### src/rtl/rq_pkg.sv
package rq_pkg;

  typedef enum logic {
    VERD_PASS = 1'b0,
    VERD_FAIL = 1'b1
  } rq_verdict_e;

  // Last window verdict, with a flag saying whether one exists yet.
  typedef struct packed {
    logic        valid;
    rq_verdict_e last;
  } rq_hist_t;

  localparam rq_hist_t RQ_HIST_EMPTY = '{valid: 1'b0, last: VERD_FAIL};

endpackage

### src/rtl/rq_gate_counter.sv
// Back-to-back gate windows of GATE_CYCLES edges; reports strobe count per window.
module rq_gate_counter #(
  parameter int GATE_CYCLES = 4096,
  parameter int WIN_W       = $clog2(GATE_CYCLES + 1)
) (
  input  logic             clk,
  input  logic             rst_n,
  input  logic             tick,
  input  logic             restart,
  output logic             win_valid,
  output logic [WIN_W-1:0] win_count
);

  localparam int TMR_W = (GATE_CYCLES > 1) ? $clog2(GATE_CYCLES) : 1;
  localparam logic [TMR_W-1:0] TMR_LAST = TMR_W'(GATE_CYCLES - 1);

  logic [TMR_W-1:0] tmr_q, tmr_d;
  logic [WIN_W-1:0] cnt_q, cnt_d, cnt_inc;
  logic             last_edge;
  logic             valid_d;
  logic             count_en;

  always_comb begin
    last_edge = (tmr_q == TMR_LAST);
    cnt_inc   = cnt_q + WIN_W'(tick);
    count_en  = 1'b0;
    if (restart) begin
      tmr_d   = '0;
      cnt_d   = '0;
      valid_d = 1'b0;
    end else if (last_edge) begin
      tmr_d    = '0;
      cnt_d    = '0;
      valid_d  = 1'b1;
      count_en = 1'b1;
    end else begin
      tmr_d   = tmr_q + TMR_W'(1);
      cnt_d   = cnt_inc;
      valid_d = 1'b0;
    end
  end

  always_ff @(posedge clk or negedge rst_n) begin
    if (!rst_n) begin
      tmr_q     <= '0;
      cnt_q     <= '0;
      win_valid <= 1'b0;
      win_count <= '0;
    end else begin
      tmr_q     <= tmr_d;
      cnt_q     <= cnt_d;
      win_valid <= valid_d;
      if (count_en) begin
        win_count <= cnt_inc;
      end
    end
  end

endmodule

### src/rtl/rq_period_check.sv
// Times each reference period and flags gross or sudden changes at once.
module rq_period_check #(
  parameter int PER_W    = 12,
  parameter int JUMP_PCT = 30
) (
  input  logic             clk,
  input  logic             rst_n,
  input  logic             tick,
  input  logic [PER_W-1:0] per_min,
  input  logic [PER_W-1:0] per_max,
  output logic             impair
);

  localparam int PROD_W = PER_W + 7;
  localparam logic [PER_W-1:0] PER_SAT = '1;

  logic [PER_W-1:0]  per_q, per_d;
  logic [PER_W-1:0]  prev_q, prev_d;
  logic              seen_q, seen_d;
  logic              prev_ok_q, prev_ok_d;
  logic              impair_d;
  logic [PER_W-1:0]  delta;
  logic [PROD_W-1:0] delta_scaled, prev_scaled;
  logic              gross, jump;

  always_comb begin
    // per_q holds the edges since the last strobe, i.e. the period on a strobe
    if (tick) begin
      per_d = PER_W'(1);
    end else if (per_q != PER_SAT) begin
      per_d = per_q + PER_W'(1);
    end else begin
      per_d = per_q;
    end

    delta        = (per_q >= prev_q) ? (per_q - prev_q) : (prev_q - per_q);
    delta_scaled = PROD_W'(delta) * PROD_W'(100);
    prev_scaled  = PROD_W'(prev_q) * PROD_W'(JUMP_PCT);

    gross    = seen_q && ((per_q < per_min) || (per_q > per_max));
    jump     = prev_ok_q && (delta_scaled > prev_scaled);
    impair_d = tick && (gross || jump);

    seen_d    = seen_q;
    prev_d    = prev_q;
    prev_ok_d = prev_ok_q;
    if (tick) begin
      seen_d = 1'b1;
      if (seen_q) begin
        prev_d    = per_q;
        prev_ok_d = 1'b1;
      end
    end
  end

  always_ff @(posedge clk or negedge rst_n) begin
    if (!rst_n) begin
      per_q     <= '0;
      prev_q    <= '0;
      seen_q    <= 1'b0;
      prev_ok_q <= 1'b0;
      impair    <= 1'b0;
    end else begin
      per_q     <= per_d;
      prev_q    <= prev_d;
      seen_q    <= seen_d;
      prev_ok_q <= prev_ok_d;
      impair    <= impair_d;
    end
  end

endmodule

### src/rtl/rq_window_filter.sv
// Grades window counts with hysteresis and applies the two-in-a-row rule.
module rq_window_filter
  import rq_pkg::*;
#(
  parameter int WIN_W = 13
) (
  input  logic             clk,
  input  logic             rst_n,
  input  logic             win_valid,
  input  logic [WIN_W-1:0] win_count,
  input  logic             impair,
  input  logic [WIN_W-1:0] fail_lo,
  input  logic [WIN_W-1:0] fail_hi,
  input  logic [WIN_W-1:0] pass_lo,
  input  logic [WIN_W-1:0] pass_hi,
  output logic             out_of_range
);

  rq_hist_t    hist_q, hist_d;
  logic        flag_d;
  logic        in_wide, in_narrow;
  rq_verdict_e verdict;

  always_comb begin
    in_wide   = (win_count >= fail_lo) && (win_count <= fail_hi);
    in_narrow = (win_count >= pass_lo) && (win_count <= pass_hi);
    if (out_of_range) begin
      verdict = in_narrow ? VERD_PASS : VERD_FAIL;
    end else begin
      verdict = in_wide ? VERD_PASS : VERD_FAIL;
    end

    flag_d = out_of_range;
    hist_d = hist_q;
    if (impair) begin
      flag_d = 1'b1;
      hist_d = RQ_HIST_EMPTY;
    end else if (win_valid) begin
      if (hist_q.valid && (hist_q.last == verdict)) begin
        flag_d = (verdict == VERD_FAIL);
      end
      hist_d = '{valid: 1'b1, last: verdict};
    end
  end

  always_ff @(posedge clk or negedge rst_n) begin
    if (!rst_n) begin
      out_of_range <= 1'b1;
      hist_q       <= RQ_HIST_EMPTY;
    end else begin
      out_of_range <= flag_d;
      hist_q       <= hist_d;
    end
  end

endmodule

### src/rtl/ref_qual_monitor.sv
// Frequency qualification of one reference strobe against the master clock.
module ref_qual_monitor #(
  parameter int GATE_CYCLES = 4096,
  parameter int WIN_W       = $clog2(GATE_CYCLES + 1),
  parameter int PER_W       = 12,
  parameter int JUMP_PCT    = 30
) (
  input  logic             clk,
  input  logic             rst_n,
  input  logic             ref_tick,
  input  logic [WIN_W-1:0] fail_lo,
  input  logic [WIN_W-1:0] fail_hi,
  input  logic [WIN_W-1:0] pass_lo,
  input  logic [WIN_W-1:0] pass_hi,
  input  logic [PER_W-1:0] per_min,
  input  logic [PER_W-1:0] per_max,
  output logic             out_of_range
);

  logic             win_valid;
  logic [WIN_W-1:0] win_count;
  logic             impair;

  rq_period_check #(
    .PER_W    (PER_W),
    .JUMP_PCT (JUMP_PCT)
  ) u_period (
    .clk     (clk),
    .rst_n   (rst_n),
    .tick    (ref_tick),
    .per_min (per_min),
    .per_max (per_max),
    .impair  (impair)
  );

  rq_gate_counter #(
    .GATE_CYCLES (GATE_CYCLES),
    .WIN_W       (WIN_W)
  ) u_gate (
    .clk       (clk),
    .rst_n     (rst_n),
    .tick      (ref_tick),
    .restart   (impair),
    .win_valid (win_valid),
    .win_count (win_count)
  );

  rq_window_filter #(
    .WIN_W (WIN_W)
  ) u_filter (
    .clk          (clk),
    .rst_n        (rst_n),
    .win_valid    (win_valid),
    .win_count    (win_count),
    .impair       (impair),
    .fail_lo      (fail_lo),
    .fail_hi      (fail_hi),
    .pass_lo      (pass_lo),
    .pass_hi      (pass_hi),
    .out_of_range (out_of_range)
  );

endmodule

### config.mk
export PLATFORM = sky130hd
export DESIGN_NAME = ref_qual_monitor
export DESIGN_NICKNAME = d
export VERILOG_FILES = /design/src/rtl/rq_pkg.sv /design/src/rtl/rq_gate_counter.sv /design/src/rtl/rq_period_check.sv /design/src/rtl/rq_window_filter.sv /design/src/rtl/ref_qual_monitor.sv
export SDC_FILE = /design/constraint.sdc
export NUM_CORES = 1
export LEC_CHECK = 0
export ABC_CLOCK_PERIOD_IN_PS = 10500
export BUFFER_PORTS_ARGS = -buffer_cell sky130_fd_sc_hd__buf_4
export CELL_PAD_IN_SITES_DETAIL_PLACEMENT = 1
export CELL_PAD_IN_SITES_GLOBAL_PLACEMENT = 1
export CORE_MARGIN = 3
export CORE_UTILIZATION = 51
export CTS_CLUSTER_DIAMETER = 120
export CTS_CLUSTER_SIZE = 20
export DETAILED_ROUTE_END_ITERATION = 6
export HOLD_SLACK_MARGIN = 0.12
export PLACE_DENSITY_LB_ADDON = 0.2
export SETUP_SLACK_MARGIN = 0.4
export SYNTH_ARGS = -nofsm -noshare
export SYNTH_HDL_FRONTEND = slang
export SYNTH_SLANG_ARGS = --single-unit
### constraint.sdc
create_clock -name clk -period 10.5 [get_ports clk]
set_clock_uncertainty 0.1 [all_clocks]
set_input_delay 1.575 -clock clk [delete_from_list [all_inputs] [get_ports clk]]
set_output_delay 1.575 -clock clk [all_outputs]
set_load 0.005 [all_outputs]
After elaboration in Yosys (flattened, before gate mapping)
Cells that the tools add are included.
{"block": "classes", "n_addsub": 5, "n_mul": 2, "order_cmp": 8, "eq_ne": 3, "muxes": 17, "reduce_logical": 13}
{"op": "$mux W12", "n": 5}
{"op": "$ge A13 B13 Y1", "n": 2}
{"op": "$le A13 B13 Y1", "n": 2}
{"op": "$mux W13", "n": 2}
{"op": "$add A12 B1 Y12 const B", "n": 2}
{"op": "$sub A12 B12 Y12", "n": 2}
{"op": "$gt A19 B17 Y1", "n": 1}
{"op": "$mul A12 B5 Y17 const B", "n": 1}
{"op": "$mul A12 B4 Y16 const B", "n": 1}
{"op": "$add A13 B1 Y13", "n": 1}
{"op": "$eq A12 B12 Y1 const B", "n": 1}
{"op": "$ge A12 B12 Y1", "n": 1}
{"op": "$gt A12 B12 Y1", "n": 1}
{"op": "$lt A12 B12 Y1", "n": 1}
{"op": "$ne A12 B12 Y1 const B", "n": 1}
{"op": "$mux W1", "n": 8}
{"op": "$logic_and A1 B1 Y1", "n": 6}
{"op": "$reduce_bool A2 Y1", "n": 3}
{"op": "$mux W2", "n": 2}
{"op": "$reduce_and A2 Y1", "n": 2}
{"op": "$logic_or A1 B1 Y1", "n": 2}
{"op": "$eq A1 B1 Y1", "n": 1}
{"block": "totals", "regBits": 69, "inputBits": 79}

Depth between registers and ports, before layout
{"block": "logic_depth", "word_depth": 9, "depth_mapped": 32}

By module
Synthesis repeated with hierarchy kept, for this count alone.
{"block": "unflattened", "cells_unflattened": 941, "hier_area_um2": 8355.5}
{"module": "rq_period_check", "n_inst": 1, "cells_per_inst": 591, "area_per_inst_um2": 5177.5, "seq_area_each_um2": 675.6}
{"module": "rq_gate_counter", "n_inst": 1, "cells_per_inst": 153, "area_per_inst_um2": 1732.9, "seq_area_each_um2": 975.9}
{"module": "rq_window_filter", "n_inst": 1, "cells_per_inst": 197, "area_per_inst_um2": 1445.1, "seq_area_each_um2": 77.6}

Worst setup path before layout
OpenSTA, ideal clock, no wires.
{"block": "synth_timing", "kind": "reg2reg", "start": "register u_period.prev_q[1]", "end": "register u_period.impair", "setup_ns": 0.080, "arrival_time_ns": 5.646, "required_time_ns": 10.320, "slack_ns": 4.674, "path_stages_with_launch": 30, "path_cell_list": "dfrtp_1 inv_1 fa_1 nand3_1 a311oi_4 a211oi_4 mux2i_1 a32oi_1 o211ai_2 xnor2_1 inv_1 ha_1 ha_1 inv_1 fa_1 inv_1 ha_1 nor2_1 nand2_1 o221ai_1 nor2b_1 o21ai_1 nor2b_1 xnor2_1 ha_1 nand2_1 nor2_1 o21ai_1 a21o_1 o211ai_2"}
{"block": "synth_via", "elab_chain_cells": 7, "elab_cells_between_ends": 10, "classes_between": "add/sub: 2; mul: 2; order compare: 2; mux: 1; reduce/logical: 3"}
{"item": "start, declared", "line_no": "rq_period_check.sv:18", "rtl": "logic [PER_W-1:0] prev_q, prev_d;"}
{"item": "start signal, assigned", "line_no": "rq_period_check.sv:65", "rtl": "prev_q <= prev_d;"}
{"item": "$sub A12 B12 Y12 or $ge A12 B12 Y1 (tied branches)", "line_no": "rq_period_check.sv:36", "rtl": "delta = (per_q >= prev_q) ? (per_q - prev_q) : (prev_q - per_q);"}
{"item": "$mux W12", "line_no": "rq_period_check.sv:36"}
{"item": "$mul A12 B5 Y17", "line_no": "rq_period_check.sv:37", "rtl": "delta_scaled = PROD_W'(delta) * PROD_W'(100);"}
{"item": "$gt A19 B17 Y1 (*)", "line_no": "rq_period_check.sv:41", "rtl": "jump = prev_ok_q && (delta_scaled > prev_scaled);"}
{"item": "$logic_and A1 B1 Y1 (*)", "line_no": "rq_period_check.sv:41"}
{"item": "$logic_or A1 B1 Y1 (*)", "line_no": "rq_period_check.sv:42", "rtl": "impair_d = tick && (gross || jump);"}
{"item": "$logic_and A1 B1 Y1 (*)", "line_no": "rq_period_check.sv:42"}
{"item": "via u_period.impair_d", "line_no": "rq_period_check.sv:21", "rtl": "logic impair_d;"}
{"item": "end signal, assigned", "line_no": "rq_period_check.sv:68", "rtl": "impair <= impair_d;"}
{"item": "end, declared", "line_no": "rq_period_check.sv:11", "rtl": "output logic impair"}
The timed path passes the listed nets; every way through them passes the cells marked *.
A chain may end at the register's enable or synchronous reset.

Worst setup path in the final report
{"block": "layout_timing", "start": "register u_period.per_q[0]", "end": "register u_period.impair"}
{"block": "layout_via", "elab_chain_cells": 7, "elab_cells_between_ends": 13, "classes_between": "add/sub: 2; mul: 1; order compare: 4; mux: 1; reduce/logical: 5"}
{"item": "start, declared", "line_no": "rq_period_check.sv:17", "rtl": "logic [PER_W-1:0] per_q, per_d;"}
{"item": "start signal, assigned", "line_no": "rq_period_check.sv:64", "rtl": "per_q <= per_d;"}
{"item": "$sub A12 B12 Y12 or $ge A12 B12 Y1 (tied branches)", "line_no": "rq_period_check.sv:36"}
{"item": "$mux W12", "line_no": "rq_period_check.sv:36"}
{"item": "$mul A12 B5 Y17", "line_no": "rq_period_check.sv:37"}
{"item": "$gt A19 B17 Y1", "line_no": "rq_period_check.sv:41"}
{"item": "$logic_and A1 B1 Y1", "line_no": "rq_period_check.sv:41"}
{"item": "$logic_or A1 B1 Y1 (*)", "line_no": "rq_period_check.sv:42"}
{"item": "$logic_and A1 B1 Y1 (*)", "line_no": "rq_period_check.sv:42"}
{"item": "via u_period.impair_d", "line_no": "rq_period_check.sv:21"}
Marks and branches as above.

==> flow_summary.ini <==
[run_status]
status = complete, no violations

[timing]
timing.setup.tns_ns = 0
finalCritPeriodShare_pct = 67.0
setup-violations-final = 0
maxSlewHeadroom_pct = 40.2
fmax_ghz = 0.142
worst_slack_ns = 3.47
period_needed_ns = 7.03
maxSlewViolCount = 0
hold_violations = 0
max_slew.worst_pin.slew_ns = 0.897
rsz0062_at_grt = false

[critical_path]
startpoint = u_period.per_q[0]
critPathMaxStageDelay_ns = 0.65
cp-start-kind = flop
cp.required_ns = 10.67
reg2reg_from = u_period.per_q[0]
crit_slowest_cell = a211oi_4
worst-path-buf-inv = 5
critPathKind = flop to flop
worst_ep_arrival_time_ns = 7.20
worstSetupEndpointType = flop
cp_top_family = adder cells
path_max_fanout = 13

[power_and_ir_drop]
p_per_area_nw_per_um2 = 314
power_leakage_nw = 4.97
peakVddDrop_uv = 269

[synthesis]
synth_nets = 1247
syn-cell-area_um2 = 8440
seq_area_frac_synth_pct = 20.5
syn_avg_cell_area_um2 = 8.75
synth_edf_count = 0
ys_warn_count = 0
synth_seq_cells = 69
synthCells = 964
synthArstFlopShare_pct = 100
synth_top_flop_cell = dfrtp_1
synth.distinct_cells = 71

[drt]
vias = 7063
dr.first_iter.drc_count = 244
viasPerCell = 5.61
drtAntennaViolNets = 0
first_pass_iters = 5
drt_wl_total_mm = 21.6
drc = 0
wire_per_inst_um = 17.2

[floorplan]
io_pins = 80
die_y_um = 135
rows = 46
dieWidth_um = 135
start_util_pct = 52.5
core_area_um2 = 16100
die_area_um2 = 18100

[placed_design]
dp_slack_ns = 3.58
hpwl_mm = 17.8
routabilityCongestion = 0.878
io_buffers = 79

[clocking]
clock-root-buffer = clkbuf_16
clk_latency_ns = 0.34
cts_resized = 0
cts_max_path_buffers = 2
cts_sinks = 69
cts_buffers = 9
htree_levels = 3
cts_tree = done
holdBufCountCts = 0
postCtsSetupBuffers = 0
cts.clk_slew.worst_paths_ns = 0.06

[grt]
grt.overflow.total = 0
grt_max_degree = 70
antenna_found_initial = 0
grt_pass1_vias = 7380
grt_usage_pct = 24.6
grt_first_pass_wirelength_mm = 36.1

[worst_hold_path]
hold_path.class = flop to flop
min_from = u_period.seen_q

[cells_and_area]
drive_gt1_share_pct = 12.7
antennaDiodeCount = 0
layout.nets = 1320
syn2layout_area_growth_pct = 12.7
final_common_cell = ha_1
final_cell_mix = ha_1 (174), inv_1 (154), nor2_1 (87)

[flow_run]
max_cap_viol_count = 0
## area by class of cell
class	instances	area, µm²
clock buffer	10	239
tap	216	270
clock inverter	6	93.8
inverter	157	589
sequential	69	1730
fill	1906	6550
multi-input combinational	719	5980
timing repair buffer	81	608
## Yosys cell counts, types with 4 or more instances
cell | count | share of area (%)
a211oi_1 | 9 | 0.80
a21o_1 | 25 | 2.2
a21oi_1 | 60 | 3.6
a31oi_1 | 6 | 0.44
and3_1 | 10 | 0.74
buf_6 | 8 | 1.1
clkbuf_1 | 9 | 0.40
dfrtp_1 | 67 | 20
fa_1 | 30 | 7.1
ha_1 | 174 | 26
inv_1 | 154 | 6.9
mux2_2 | 5 | 0.67
mux2i_1 | 7 | 0.83
nand2_1 | 44 | 2.0
nand2b_1 | 12 | 0.89
nand3_1 | 25 | 1.5
nand4_1 | 18 | 1.3
nor2_1 | 87 | 3.9
nor2b_1 | 15 | 1.1
nor3_1 | 9 | 0.53
o211a_1 | 4 | 0.47
o21a_1 | 4 | 0.36
o21ai_0 | 44 | 2.6
o21ai_1 | 6 | 0.36
o21bai_1 | 5 | 0.44
xnor2_1 | 32 | 3.3
xor2_1 | 29 | 3.0
## logic make-up (layout without fill, tap and decap cells)
| family | after synthesis | count (layout) | synth area share, % |
|---|---|---|---|
| AND/OR/NAND/NOR | 241 | 241 | 14.0 |
| adder cells (fa/ha/maj) | 204 | 204 | 32.9 |
| AO/OA/AOI/OAI | 198 | 198 | 15.6 |
| buffers and inverters | 176 | 254 | 8.63 |
| flip-flops | 69 | 69 | 20.5 |
| XOR/XNOR | 63 | 63 | 6.72 |
| multiplexers | 13 | 13 | 1.66 |
## power breakdown
part	internal (mW)	leakage [nW]	switching (mW)
Sequential	0.275	0.870	0.0167
Clock	0.216	0.159	0.120
Combinational	1.07	3.94	1.30
Total	1.56	4.97	1.43
## metrics by stage
| step | std cells | hold slack [ns] | area, µm² | power, mW | util (%) |
|---|---|---|---|---|---|
| 2_1_floorplan | 964 | 0.335 | 8440 | 2.08 | - |
| 3_3_place_gp | 1242 | 0.351 | 9180 | 2.55 | 57.1 |
| 3_5_place_dp | 1242 | 0.355 | 9180 | 2.66 | 57.1 |
| 4_1_cts | 1258 | 0.371 | 9510 | 3.02 | 59.2 |
| 5_1_grt | 1258 | 0.404 | 9510 | 3.37 | 59.2 |
| 6_report | 1258 | 0.370 | 9510 | 2.99 | 59.2 |
## sequential cells by signal, indices dropped and copies added, names as in the netlist
| name | cells |
|---|---|
| u_period.prev_ok_q | 1 |
| u_gate.win_count | 13 |
| u_period.seen_q | 1 |
| u_gate.win_valid | 1 |
| u_gate.tmr_q | 12 |
| u_gate.cnt_q | 13 |
| u_period.per_q | 12 |
| u_filter.out_of_range | 1 |
| u_period.prev_q | 12 |
| u_period.impair | 1 |
| u_filter.hist_q | 2 |
## routing by layer
| metal | wire length, µm | vias to the layer above | part of all wire (%) | GRT usage, % |
|---|---|---|---|---|
| met5 | 0 | - | 0 | 0 |
| met3 | 765 | 27 | 3.5 | 2.98 |
| met4 | 463 | 0 | 2.1 | 7.52 |
| met1 | 10000 | 3476 | 46 | 32.8 |
| li1 | - | 3422 | - | - |
| met2 | 10400 | 138 | 48 | 41.9 |
## final timing paths
check | slack (ns) | end | cells after the start
max in group asynchronous | 8.45 | u_period.prev_q[4] | 1
worst max register to register | 3.47 | u_period.impair | 31
worst max-delay path | 3.47 | u_period.impair | 31
worst min register to register | 0.37 | u_period.seen_q | 1
min in group asynchronous | 1.26 | u_gate.cnt_q[10] | 1
worst min-delay path | 0.37 | u_period.seen_q | 1
No activity file was read; power rests on OpenSTA's default activity.
